`src/rtl/xt_cfg_pkg.sv`:
```
package xt_cfg_pkg;

  typedef struct packed {
    logic idx;
    logic dat;
    logic p72;
    logic p7e;
    logic p7f;
  } port_sel_t;

  localparam int unsigned HOLE_SLOT = 10;

  function automatic logic [7:0] slot_mask(int unsigned s);
    case (s)
      0:         return 8'hC7;
      1:         return 8'hED;
      2:         return 8'h01;
      HOLE_SLOT: return 8'h00;
      default:   return 8'hFF;
    endcase
  endfunction

  function automatic logic [7:0] slot_default(int unsigned s);
    case (s)
      0:       return 8'h01;
      3:       return 8'h30;
      8:       return 8'h01;
      default: return 8'h00;
    endcase
  endfunction

  function automatic logic slot_impl(int unsigned s);
    return s != HOLE_SLOT;
  endfunction

endpackage

```
`src/rtl/xt_cfg_decode.sv`:
```
module xt_cfg_decode #(
  parameter int ADDR_W = 16,
  parameter logic [ADDR_W-1:0] IDX_PORT = 'h22,
  parameter logic [ADDR_W-1:0] DAT_PORT = 'h23,
  parameter logic [ADDR_W-1:0] P72_PORT = 'h72,
  parameter logic [ADDR_W-1:0] P7E_PORT = 'h7E,
  parameter logic [ADDR_W-1:0] P7F_PORT = 'h7F
) (
  input  logic [ADDR_W-1:0]     addr_i,
  output xt_cfg_pkg::port_sel_t sel_o
);
  always_comb begin
    sel_o.idx = (addr_i == IDX_PORT);
    sel_o.dat = (addr_i == DAT_PORT);
    sel_o.p72 = (addr_i == P72_PORT);
    sel_o.p7e = (addr_i == P7E_PORT);
    sel_o.p7f = (addr_i == P7F_PORT);
  end
endmodule

```
`src/rtl/xt_cfg_regs.sv`:
```
module xt_cfg_regs #(
  parameter int          NREG     = 13,
  parameter logic [7:0]  BASE_IDX = 8'h40,
  parameter int unsigned UPD_SLOT = 12
) (
  input  logic              clk_i,
  input  logic              rst_ni,
  input  logic              soft_clr_i,
  input  logic              idx_wr_i,
  input  logic              dat_wr_i,
  input  logic              dat_rd_i,
  input  logic [7:0]        wdata_i,
  output logic [7:0]        idx_o,
  output logic [7:0]        dat_rval_o,
  output logic [NREG*8-1:0] cfg_o,
  output logic              upd_o
);
  import xt_cfg_pkg::*;

  localparam logic [7:0] LAST_IDX = BASE_IDX + 8'(NREG - 1);

  logic       armed_q;
  logic [7:0] idx_q;
  logic [7:0] slot;
  logic       in_bank;
  logic       wr_ok;
  logic       upd_q;
  logic [NREG-1:0][7:0] regs;

  assign in_bank = (idx_q >= BASE_IDX) && (idx_q <= LAST_IDX);
  assign slot    = idx_q - BASE_IDX;
  assign wr_ok   = dat_wr_i && armed_q && in_bank;

  always_ff @(posedge clk_i or negedge rst_ni) begin
    if (!rst_ni) begin
      idx_q   <= '0;
      armed_q <= 1'b0;
    end else if (soft_clr_i) begin
      idx_q   <= '0;
      armed_q <= 1'b0;
    end else if (idx_wr_i) begin
      idx_q   <= wdata_i;
      armed_q <= 1'b1;
    end else if (dat_wr_i || dat_rd_i) begin
      armed_q <= 1'b0;
    end
  end

  for (genvar k = 0; k < NREG; k++) begin : gen_slot
    localparam logic [7:0] MASK = slot_mask(k);
    localparam logic [7:0] DFLT = slot_default(k);
    logic [7:0] r_q;
    always_ff @(posedge clk_i or negedge rst_ni) begin
      if (!rst_ni)                      r_q <= DFLT;
      else if (soft_clr_i)              r_q <= DFLT;
      else if (wr_ok && slot == 8'(k))  r_q <= wdata_i & MASK;
    end
    assign regs[k] = r_q;
  end

  always_ff @(posedge clk_i or negedge rst_ni) begin
    if (!rst_ni)         upd_q <= 1'b0;
    else if (soft_clr_i) upd_q <= 1'b0;
    else                 upd_q <= wr_ok && (slot == 8'(UPD_SLOT));
  end

  always_comb begin
    dat_rval_o = 8'hFF;
    for (int k = 0; k < NREG; k++) begin
      if (armed_q && in_bank && slot == 8'(k) && slot_impl(k)) dat_rval_o = regs[k];
    end
  end

  assign idx_o = idx_q;
  assign cfg_o = regs;
  assign upd_o = upd_q;
endmodule

```
`src/rtl/xt_cfg_aux.sv`:
```
module xt_cfg_aux #(
  parameter logic [7:0] P72_MASK = 8'h7E,
  parameter int         RST_BIT  = 3
) (
  input  logic       clk_i,
  input  logic       rst_ni,
  input  logic       wr72_i,
  input  logic       wr7e_i,
  input  logic       wr7f_i,
  input  logic [7:0] wdata_i,
  input  logic       rst_en_i,
  output logic [7:0] p72_o,
  output logic [7:0] p7e_o,
  output logic [7:0] p7f_o,
  output logic       soft_clr_o,
  output logic       swrst_o
);
  logic [7:0] p72_q, p7e_q, p7f_q;
  logic       sw_q;

  assign soft_clr_o = wr7f_i && wdata_i[RST_BIT] && rst_en_i;

  always_ff @(posedge clk_i or negedge rst_ni) begin
    if (!rst_ni) begin
      p72_q <= '0;
      p7e_q <= '0;
      p7f_q <= '0;
      sw_q  <= 1'b0;
    end else begin
      sw_q <= soft_clr_o;
      if (soft_clr_o) begin
        p72_q <= '0;
        p7e_q <= '0;
        p7f_q <= '0;
      end else begin
        if (wr72_i) p72_q <= wdata_i & P72_MASK;
        if (wr7e_i) p7e_q <= wdata_i;
        if (wr7f_i) p7f_q <= wdata_i;
      end
    end
  end

  assign p72_o   = p72_q;
  assign p7e_o   = p7e_q;
  assign p7f_o   = p7f_q;
  assign swrst_o = sw_q;
endmodule

```
`src/rtl/xt_cfg_bank_top.sv`:
```
module xt_cfg_bank_top #(
  parameter int         ADDR_W   = 16,
  parameter int         NREG     = 13,
  parameter logic [7:0] BASE_IDX = 8'h40,
  parameter int         NMI_LO   = 4,
  parameter int         NMI_EN_SLOT = 11,
  parameter int         NMI_EN_BIT  = 6,
  parameter int         CTL_SLOT = 1,
  parameter int         CTL_BIT  = 6
) (
  input  logic              clk_i,
  input  logic              rst_ni,
  input  logic [ADDR_W-1:0] io_addr_i,
  input  logic              io_wr_i,
  input  logic              io_rd_i,
  input  logic [7:0]        io_wdata_i,
  output logic [7:0]        io_rdata_o,
  output logic              io_rvalid_o,
  output logic [NREG*8-1:0] cfg_o,
  output logic [31:0]       nmi_vec_o,
  output logic              nmi_vec_en_o,
  output logic              map_upd_o,
  output logic              swrst_o
);
  import xt_cfg_pkg::*;

  port_sel_t  sel;
  logic       soft_clr;
  logic [7:0] idx, dat_rval, p72, p7e, p7f;
  logic [7:0] rdata_q;
  logic       rvalid_q;

  xt_cfg_decode #(.ADDR_W(ADDR_W)) u_dec (
    .addr_i (io_addr_i),
    .sel_o  (sel)
  );

  xt_cfg_regs #(.NREG(NREG), .BASE_IDX(BASE_IDX), .UPD_SLOT(NREG - 1)) u_regs (
    .clk_i      (clk_i),
    .rst_ni     (rst_ni),
    .soft_clr_i (soft_clr),
    .idx_wr_i   (io_wr_i && sel.idx),
    .dat_wr_i   (io_wr_i && sel.dat),
    .dat_rd_i   (io_rd_i && sel.dat),
    .wdata_i    (io_wdata_i),
    .idx_o      (idx),
    .dat_rval_o (dat_rval),
    .cfg_o      (cfg_o),
    .upd_o      (map_upd_o)
  );

  xt_cfg_aux u_aux (
    .clk_i      (clk_i),
    .rst_ni     (rst_ni),
    .wr72_i     (io_wr_i && sel.p72),
    .wr7e_i     (io_wr_i && sel.p7e),
    .wr7f_i     (io_wr_i && sel.p7f),
    .wdata_i    (io_wdata_i),
    .rst_en_i   (cfg_o[CTL_SLOT*8 + CTL_BIT]),
    .p72_o      (p72),
    .p7e_o      (p7e),
    .p7f_o      (p7f),
    .soft_clr_o (soft_clr),
    .swrst_o    (swrst_o)
  );

  always_ff @(posedge clk_i or negedge rst_ni) begin
    if (!rst_ni) begin
      rdata_q  <= '0;
      rvalid_q <= 1'b0;
    end else begin
      rvalid_q <= io_rd_i && (|sel);
      unique case (1'b1)
        sel.idx: rdata_q <= idx;
        sel.dat: rdata_q <= dat_rval;
        sel.p72: rdata_q <= p72;
        sel.p7e: rdata_q <= p7e;
        sel.p7f: rdata_q <= p7f;
        default: rdata_q <= 8'hFF;
      endcase
    end
  end

  assign io_rdata_o   = rdata_q;
  assign io_rvalid_o  = rvalid_q;
  assign nmi_vec_o    = cfg_o[NMI_LO*8 +: 32];
  assign nmi_vec_en_o = cfg_o[NMI_EN_SLOT*8 + NMI_EN_BIT];
endmodule

```
`config.mk`:
```
export PLATFORM = sky130hd
export DESIGN_NAME = xt_cfg_bank_top
export DESIGN_NICKNAME = d
export VERILOG_FILES = /design/src/rtl/xt_cfg_pkg.sv /design/src/rtl/xt_cfg_decode.sv /design/src/rtl/xt_cfg_regs.sv /design/src/rtl/xt_cfg_aux.sv /design/src/rtl/xt_cfg_bank_top.sv
export SDC_FILE = /design/constraint.sdc
export NUM_CORES = 1
export LEC_CHECK = 0
export ABC_AREA = 1
export BUFFER_PORTS_ARGS = -buffer_cell sky130_fd_sc_hd__clkbuf_2
export CELL_PAD_IN_SITES_DETAIL_PLACEMENT = 0
export CELL_PAD_IN_SITES_GLOBAL_PLACEMENT = 1
export CORE_MARGIN = 3
export CORE_UTILIZATION = 41
export DETAILED_ROUTE_END_ITERATION = 6
export GPL_ROUTABILITY_DRIVEN = 0
export PLACE_DENSITY_LB_ADDON = 0.25
export SYNTH_ARGS = -nofsm -noshare
export SYNTH_HDL_FRONTEND = slang
export SYNTH_SLANG_ARGS = --single-unit
```
`constraint.sdc`:
```
create_clock -name clk_i -period 4.1 [get_ports clk_i]
set_input_delay 0.41 -clock clk_i [delete_from_list [all_inputs] [get_ports clk_i]]
set_output_delay 0.41 -clock clk_i [all_outputs]
set_load 0.01 [all_outputs]
```
After elaboration in Yosys (flattened, before gate mapping)
Cells that the tools add are included.
{"block": "classes", "n_addsub": 1, "order_cmp": 2, "eq_ne": 17, "n_mux": 51, "n_reduce_logical": 59}
{"cell": "$mux W8", "count": 46}
{"cell": "$eq A16 B7 Y1 const B", "count": 3}
{"cell": "$eq A8 B4 Y1 const B", "count": 5}
{"cell": "$pmux W8 S5", "count": 1}
{"cell": "$logic_and A1 B1 Y1", "count": 38}
{"cell": "$reduce_bool A2 Y1", "count": 17}
{"cell": "$eq A16 B6 Y1 const B", "count": 2}
{"cell": "$eq A8 B3 Y1 const B", "count": 4}
{"cell": "$eq A8 B2 Y1 const B", "count": 2}
{"cell": "$eq A8 B1 Y1 const B", "count": 1}
{"cell": "$ge A8 B7 Y1 const B", "count": 1}
{"cell": "$le A8 B7 Y1 const B", "count": 1}
{"cell": "$logic_not A8 Y1", "count": 1}
{"cell": "$sub A8 B7 Y8 const B", "count": 1}
{"cell": "$reduce_or A5 Y1", "count": 1}
{"cell": "$mux W1", "count": 4}
{"cell": "$reduce_bool A3 Y1", "count": 1}
{"cell": "$logic_or A1 B1 Y1", "count": 1}
{"block": "totals", "reg_bits": 148, "inputBits": 28, "elab_cells": 152}

Logic depth before layout (Yosys ltp)
Gate-level depths: netlist (run 1).
{"block": "depth", "word_depth": 17, "ltp_mapped": 16}

Modules after synthesis
Synthesis (run 1) repeated with hierarchy kept, for this count alone.
{"block": "unflattened", "hier_cells": 877, "area_unflattened_um2": 6815.3}
{"mod": "xt_cfg_regs", "instances": 1, "cells_per_inst": 577, "area_per_inst_um2": 4685.7}
{"mod": "xt_cfg_aux", "instances": 1, "cells_per_inst": 102, "area_per_inst_um2": 979.7}
{"mod": "xt_cfg_bank_top", "instances": 1, "cells_per_inst": 153, "area_per_inst_um2": 973.4}
{"mod": "xt_cfg_decode", "instances": 1, "cells_per_inst": 45, "area_per_inst_um2": 176.4}

Worst setup path before layout (run 1)
OpenSTA, ideal clock, no wires.
{"block": "synth_timing", "path_kind": "input-to-reg", "startpoint": "input port io_addr_i[9]", "endpoint": "register u_regs.gen_slot[6].r_q[1]", "setup_time_ns": 0.127, "arrival_time_ns": 1.679, "t_required_ns": 3.973, "path_slack_ns": 2.294, "stages": 10, "path_buffers": 2, "path_cell_list": "nor2_1 nand4_2 inv_2 nand3_2 nor2_1 nand3_1 buf_4 nand2_1 buf_4 o22ai_1"}
{"block": "synth_via", "elab_chain_cells": 6, "word_cells_on_any_way": 11, "cone_classes": "eq/ne (2); mux (1); reduce/logical (8)"}
{"item": "start: declaration", "line_no": "xt_cfg_bank_top.sv:13", "source": "input logic [ADDR_W-1:0] io_addr_i,"}
{"item": "$eq A16 B6 Y1", "line_no": "xt_cfg_decode.sv:14", "source": "sel_o.dat = (addr_i == DAT_PORT);"}
{"item": "$logic_and A1 B1 Y1", "line_no": "xt_cfg_bank_top.sv:43", "source": ".dat_wr_i (io_wr_i && sel.dat),"}
{"item": "$logic_and A1 B1 Y1 (2 in a row)", "line_no": "xt_cfg_regs.sv:32", "source": "assign wr_ok = dat_wr_i && armed_q && in_bank;"}
{"item": "$logic_and A1 B1 Y1", "line_no": "xt_cfg_regs.sv:56", "source": "else if (wr_ok && slot == 8'(k)) r_q <= wdata_i & MASK;"}
{"item": "$reduce_bool A2 Y1 (no line)"}
{"item": "end signal: assignment", "line_no": "xt_cfg_regs.sv:56"}
{"item": "end: declaration", "line_no": "xt_cfg_regs.sv:52", "source": "logic [7:0] r_q;"}
Several ways; a longest one is shown, not always the timed one.
A chain may end at the register's enable or synchronous reset.

Final worst setup path (run 1)
{"block": "layout_timing", "startpoint": "register u_regs.idx_q[1], in the netlist u_regs.idx_o[1]", "endpoint": "register rdata_q[4], in the netlist io_rdata_o[4]"}
{"block": "layout_via", "elab_chain_cells": 17, "word_cells_on_any_way": 42, "cone_classes": "add/sub (1); order compare (2); eq/ne (11); mux (13); reduce/logical (15)"}
{"item": "start: declaration", "line_no": "xt_cfg_regs.sv:23", "source": "logic [7:0] idx_q;"}
{"item": "start signal: assignment", "line_no": "xt_cfg_regs.sv:42", "source": "idx_q <= wdata_i;"}
{"item": "branches (longest 15 deep; another with $sub A8 B7 Y8)"}
{"item": "$mux W8 (*)", "line_no": "xt_cfg_regs.sv:70", "source": "if (armed_q && in_bank && slot == 8'(k) && slot_impl(k)) dat_rval_o = regs[k];"}
{"item": "$pmux W8 S5 (*)", "line_no": "xt_cfg_bank_top.sv:73", "source": "unique case (1'b1)"}
{"item": "end signal: assignment", "line_no": "xt_cfg_bank_top.sv:74", "source": "sel.idx: rdata_q <= idx;"}
{"item": "end signal: assignment", "line_no": "xt_cfg_bank_top.sv:75", "source": "sel.dat: rdata_q <= dat_rval;"}
{"item": "end signal: assignment", "line_no": "xt_cfg_bank_top.sv:76", "source": "sel.p72: rdata_q <= p72;"}
{"item": "end: declaration", "line_no": "xt_cfg_bank_top.sv:30", "source": "logic [7:0] rdata_q;"}
Every way passes the cells marked *.

==> summary.md, run 1 <==
| Metric | Value |
|---|---|
| Final TNS setup | 0 ps |
| Die ar. | approximately 17000 um^2 |
| Final min period | 2679 ps |
| Slew Viols, Final | 0 |
| Crit path kind | reg2reg |
| Root Buffer | clkbuf_16 |
| Final period util | 0.6533 |
| Final Power | 2.903 mW |
| Gr busiest metal | met2 |
| Worst R2R Start | u_regs.idx_o[1] |
| Core area | 15370 um^2 |
| CTS Hold Buffers Added | 0 |
| Total global routing overflow | 0 |
| Vias per cell | between 5 and 6 |
| Post-synthesis sequential area ratio | 0.4847 |
| Die H | between 100 and 150 um |
| Leak | approximately 4 nW |
| R2r setup slk | 1420 ps |
| Vias in the first global route | 5421 |
| Register area | approximately 3200 um^2 |
| Largest net degree at the start of global routing | between 50 and 60 |
| # diodes | 0 |
| Status | completed |
| RSZ-0062 raised after global routing | false |
| Layout cell share with drive strength beyond 1 | 0.2561 |
| Grt met1 use | 0.3463 |
| # DRC | 0 |
| Slew @ Worst Pin | ~1000 ps |
| Slew HR | 0.2991 |
| DRT Pass-1 Iters | 5 |
| H-Tree Depth | 4 |
| Clk_skew | 12.56 ps |
| GR Util met2 | 0.3518 |
| Maximum vdd drop | 0.0002983 V |
| Setup repair bufs after CTS | 0 |
| Filler cell count in the final layout | ~1600 |
| Syn Inst Count | about 800 |
| Die width | approximately 130 um |
| P&R area growth vs syn | 18.97% |
| Post-DRT Antenna Nets | 0 |
| CTS buffer count | 17 |
| Post-CTS Resized | 0 |
| Fmax | roughly 370 MHz |
| Setup ws final | between 1000 and 1500 ps |
| CTS tree | built |
| Number of synthesized register bits | about 130 |
| Critical Path RT | about 4500 ps |
| Ys Warns | 0 |
| Total Routing Usage GR | 0.2368 |
| Initial antenna violation count | 0 |
| Clock slew at reported path FFs | 60 ps |
| Critical path data arrival time | 3040 ps |
| Final setup violating endpoints | 0 |
| Core Rows | 45 |
| Final net count | about 960 |
| # clock sinks | between 100 and 150 |
| Multi-input gate area | between 2000 and 3000 um^2 |
| R2R depth | 12 |
| Final WL | slightly above 20 mm |
| Cell Area, Synth | ~6500 um^2 |
| Most frequent cells in the layout | nand2_1, clkbuf_2, dfrtp_1 |
| Most common cell after layout, fill and taps aside | nand2_1 |
| DR vias | ~5800 |
| Initial DRC Count | 600 |
| DP Worst Slack | ~1200 ps |
| Reg2reg end | io_rdata_o[4] |
| Setup crit end | io_rdata_o[4] |
| I/O Pins | between 150 and 200 |
| Setup crit end kind | flop |
| DP HPWL | ~15 mm |
| Pwr dens | around 370 nW/um^2 |
| Initial Util | 0.4239 |
| Class of the worst hold path | in2async |
| Mean Syn Cell Area | 8.123 um^2 |
| Met3 usage | 0.04122 |
| Startpoint types | flop |
| Max-capacitance violation count | 0 |
| Largest fanout on the critical path | 25 |
| Routed WL per cell | 17.87 um |
| Maximum clock path buffer count | 2 |
| Final hold violations | 0 |
| Number of I/O port buffers | around 160 |
| Crit path launch | u_regs.idx_o[1] |
| First-pass GRT wire length | 31.64 mm |
| Later-pin clock latency in the skew report | ~430 ps |
| Unique masters post-synth | 39 |
==> flip-flops by register name, summed over array words and instances, names as in the netlist <==
register             flops
u_regs.gen_slot.r_q     84
u_regs.armed_q           1
u_regs.idx_o             8
u_aux.p7e_o              8
io_rdata_o               8
u_aux.p72_o              6
u_regs.upd_o             1
u_aux.swrst_o            1
u_aux.p7f_o              8
io_rvalid_o              1
==> final cells by class <==
class                      count  area share
timing repair buffer         158      0.1033
clock inverter                10     0.01743
multi-input combinational    526      0.3287
sequential                   126      0.4074
clock buffer                  22     0.06118
inverter                      99     0.04794
tap                          211     0.03406
==> how the worst min path moves through the flow <==
stage                        start                          to  cells after the start
finish                      rst_ni  u_regs.gen_slot[12].r_q[3]                      1
global route                rst_ni  u_regs.gen_slot[12].r_q[3]                      1
CTS                         rst_ni  u_regs.gen_slot[12].r_q[3]                      1
detailed placement  u_aux.p72_o[6]              u_aux.p72_o[6]                      2
global placement    u_aux.p7f_o[5]              u_aux.p7f_o[5]                      2
floorplan                   rst_ni               io_rdata_o[0]                      0
==> cell usage after synthesis <==
| cell type | number | share of area |
|---|---|---|
| o211ai_1 | 2 | 0.0023 |
| nand4_2 | 2 | 0.0038 |
| or2_0 | 1 | 0.00096 |
| a211oi_1 | 2 | 0.0023 |
| conb_1 | 1 | 0.00058 |
| dfstp_2 | 4 | 0.016 |
| a21boi_4 | 1 | 0.0029 |
| a2111oi_2 | 1 | 0.0023 |
| nand3_2 | 3 | 0.0046 |
| clkbuf_1 | 3 | 0.0017 |
| dfrtp_1 | 122 | 0.47 |
| nand2_4 | 2 | 0.0035 |
| a31oi_1 | 1 | 0.00096 |
| a21oi_1 | 6 | 0.0046 |
| buf_2 | 5 | 0.0038 |
| inv_2 | 10 | 0.0058 |
| o22ai_1 | 38 | 0.036 |
| nor2_8 | 2 | 0.0061 |
| o21ai_0 | 65 | 0.050 |
| nor2_2 | 2 | 0.0019 |
| nand2_2 | 13 | 0.012 |
| nand3b_1 | 3 | 0.0035 |
| o21ai_2 | 1 | 0.0013 |
| buf_6 | 2 | 0.0035 |
| nor3_1 | 7 | 0.0054 |
| nor4_2 | 1 | 0.0019 |
| or2_2 | 8 | 0.0077 |
| a2111oi_0 | 4 | 0.0054 |
| nand2_1 | 183 | 0.11 |
| buf_4 | 60 | 0.069 |
| nand4_1 | 16 | 0.015 |
| inv_1 | 89 | 0.051 |
| nor2_4 | 2 | 0.0035 |
| nand3_1 | 26 | 0.020 |
| nor4_1 | 2 | 0.0019 |
| nand3_4 | 1 | 0.0027 |
| or2_1 | 4 | 0.0038 |
| o21ai_1 | 25 | 0.019 |
| nor2_1 | 82 | 0.047 |
==> cells by family after synthesis <==
group           Yosys count  share of synthesized area
compound gates          146                     0.1277
buf+inv                 169                     0.1352
flops                   126                     0.4847
other cells               1                  0.0005756
simple gates            360                     0.2518
==> per-layer routing <==
metal / routed length, um / vias to the layer above / share of wire
li1: - / 2804 / -
met1: 9399 / 2732 / 0.46
met2: 9254 / 242 / 0.45
met3: 1453 / 28 / 0.071
met4: 476 / 0 / 0.023
met5: 0 / - / 0
==> metrics by stage <==
stage	cell area, um^2	utilization	instances	hold WS (ps)
after floorplan	6586	-	821	114.4
after global placement	7142	0.4646	1120	467.8
after detailed placement	7142	0.4646	1120	473.2
after CTS	7751	0.5043	1152	49.06
after global routing	7751	0.5043	1152	71.46
final	7751	0.5043	1152	20.58
==> where the power goes <==
part / total (mW) / switching [mW] / internal [mW]
clock network: 1.57 / 0.566 / 1.00
logic: 0.0900 / 0.0748 / 0.0151
registers: 1.24 / 0.000248 / 1.24
==> critical path, stage by stage, from the launching register on <==
cell     delay [ps]
dfrtp_1         380
inv_1           100
nand2_2         190
nor2_4           60
nand3_4         180
nand2_4         220
inv_2           220
nor2_1          110
nor2_1          170
nand3_1         140
nor4_1          540
nand4_1         190
nand2_1         110
No activity file was read; power rests on OpenSTA's default activity.
==> run 2, diff against run 1 <==
- CORE_UTILIZATION: 41 -> 38
- clock period: 4.1 -> 2.55 ns (I/O delays scaled with it)
==> run 2 against run 1 <==
Sequential cell count did not move. Register-to-register slack worse by 1200 ps. Final area increased by 2.4%. Clock skew shrank 7.4 ps. Die area up 7.5%. Worst hold slack better by 50 ps. Final cell count rose by 2.5%.
==> summary.md, run 2 (synthesized netlist as in run 1, its figures left out) <==
| Metric | Value |
|---|---|
| Status | completed |
| Startpoint types | flop |
| Number of I/O port buffers | approximately 160 |
| Max-capacitance violation count | 0 |
| Finished Cell Area | roughly 7900 um^2 |
| Core area | between 15000 and 20000 um^2 |
| Final Power | around 4.7 mW |
| Later-pin clock latency in the skew report | 420 ps |
| H-Tree Depth | 4 |
| Clock slew at reported path FFs | 50 ps |
| Post-DRT Antenna Nets | 0 |
| Hold Path End | io_rvalid_o |
| # diodes | 0 |
| Crit path kind | reg2reg |
| Clk_skew | ~5.2 ps |
| Maximum vdd drop | just over 0.0005 V |
| Reg2reg end | io_rdata_o[2] |
| Setup ws final | about 230 ps |
| I/O Pins | 176 |
| Most frequent cells in the layout | nand2_1, clkbuf_2, dfrtp_1 |
| Slew Viols, Final | 0 |
| CTS tree | built |
| Post-Layout Cell Count | around 1200 |
| DR vias | between 5000 and 6000 |
| Placed cells | 1149 |
| Worst R2R Start | u_regs.idx_o[5] |
| Final hold violations | 0 |
| Final hold slack | 70.84 ps |
| Setup repair bufs after CTS | 0 |
| Critical path data arrival time | roughly 2700 ps |
| Critical hold path startpoint | io_rd_i |
| Core Rows | between 40 and 50 |
| Class of the worst hold path | in2reg |
| Die H | about 140 um |
| # clock sinks | about 130 |
| Final TNS setup | 0 ps |
| First-pass GRT wire length | roughly 32 mm |
| P&R area growth vs syn | 21.86% |
| Slew HR | 0.5118 |
| Reg with most FFs | u_regs.gen_slot.r_q |
| Setup crit end kind | flop |
| Final period util | 0.9103 |
| Layout cell share with drive strength beyond 1 | 0.2706 |
| Die width | between 100 and 150 um |
| DP Worst Slack | about 250 ps |
| Largest net degree at the start of global routing | 51 |
| Total global routing overflow | 0 |
| Total Routing Usage GR | 0.2312 |
| Worst hold stages | 3 |
| Initial DRC Count | between 400 and 500 |
| Largest fanout on the critical path | 14 |
| Initial antenna violation count | 0 |
| Leak | a little over 4 nW |
| Most common cell after layout, fill and taps aside | nand2_1 |
| Maximum clock path buffer count | 2 |
| Vias per cell | 4.975 |
| RSZ-0062 raised after global routing | false |
| Routed WL per cell | 18.10 um |
| Initial Util | 0.3901 |
| Slew @ Worst Pin | between 700 and 800 ps |
| Final setup violating endpoints | 0 |
| Critical Path RT | 2910 ps |
| CTS buffer count | 17 |
| Fmax | ~430 MHz |
| Final WL | 21.37 mm |
| DP HPWL | between 15 and 20 mm |
| Dpl cell area | 7316 um^2 |
| Vias in the first global route | between 5000 and 6000 |
| Die ar. | 18750 um^2 |
| Max FFs per register | 84 |
| DRT Pass-1 Iters | 5 |
| Layout Utilization | 0.4754 |
| R2r setup slk | around 230 ps |
| Final net count | about 980 |
| Root Buffer | clkbuf_16 |
| # DRC | 0 |
| Final min period | roughly 2300 ps |
| R2R depth | 14 |
| Pwr dens | between 500 and 600 nW/um^2 |
-- run 2: changes by cell type in the layout (fill, tap and decap cells not counted), sizes merged --
cell         before  now
buf               4   24
dlygate4sd3       0    1
inv             100   99
clkinvlp          1    0
clkinv            5    3
clkbuf          176  179
-- run 2: where the power goes --
part | switching (mW) | internal [mW] | leakage (nW)
Sequential | 0.000404 | 2.00 | 1.52
Clock | 0.852 | 1.66 | 0.303
Combinational | 0.126 | 0.0347 | 2.24
Total | 0.979 | 3.69 | 4.06
-- run 2: metal layers --
metal | wire length [um] | vias up | part of all wire | global-route usage
li1 | - | 2826 | - | -
met1 | 10350 | 2835 | 0.48 | 0.3474
met2 | 9383 | 192 | 0.44 | 0.3313
met3 | 1302 | 23 | 0.061 | 0.05846
met4 | 342 | 0 | 0.016 | 0.05987
met5 | 0 | - | 0 | 0
-- run 2: critical path, stage by stage (launching register included) --
cell	delay (ps)
dfrtp_1	400
inv_1	90
nand2_1	120
nor2_4	210
nand3_4	180
nand2_4	220
buf_4	210
nand3_1	90
nand2_1	90
nand4_1	110
nand2_1	120
nand3_1	100
nor2_1	140
nand3_1	90
nand2_1	80
-- run 2: final cells by class --
type,count,area [um^2]
fillers,1727,8762
flip-flops and latches,126,3158
multi-input cells,526,2550
repair buffers,179,973.4
clock buffers,25,505.5
inverters,99,371.6
well taps,220,275.3
clock inverters,6,105.1
-- run 2: worst max path at each step --
stage,from,endpoint,slack (ps),cells past startpoint
after detailed placement,u_regs.idx_o[1],io_rdata_o[5],250,14
after CTS,u_regs.idx_o[1],io_rdata_o[5],240,14
final,u_regs.idx_o[5],io_rdata_o[2],230,14
after global routing,u_regs.idx_o[1],io_rdata_o[5],30,14
after floorplan,u_regs.idx_o[7],io_rdata_o[1],790,10
after global placement,u_regs.idx_o[5],io_rdata_o[3],260,14
-- run 2: repair_timing --
item	4_1_cts	5_1_grt
endpoints found under the hold margin	46	0
hold buffers	1	0
endpoints found under the setup margin	0	2
gates resized for setup	0	1
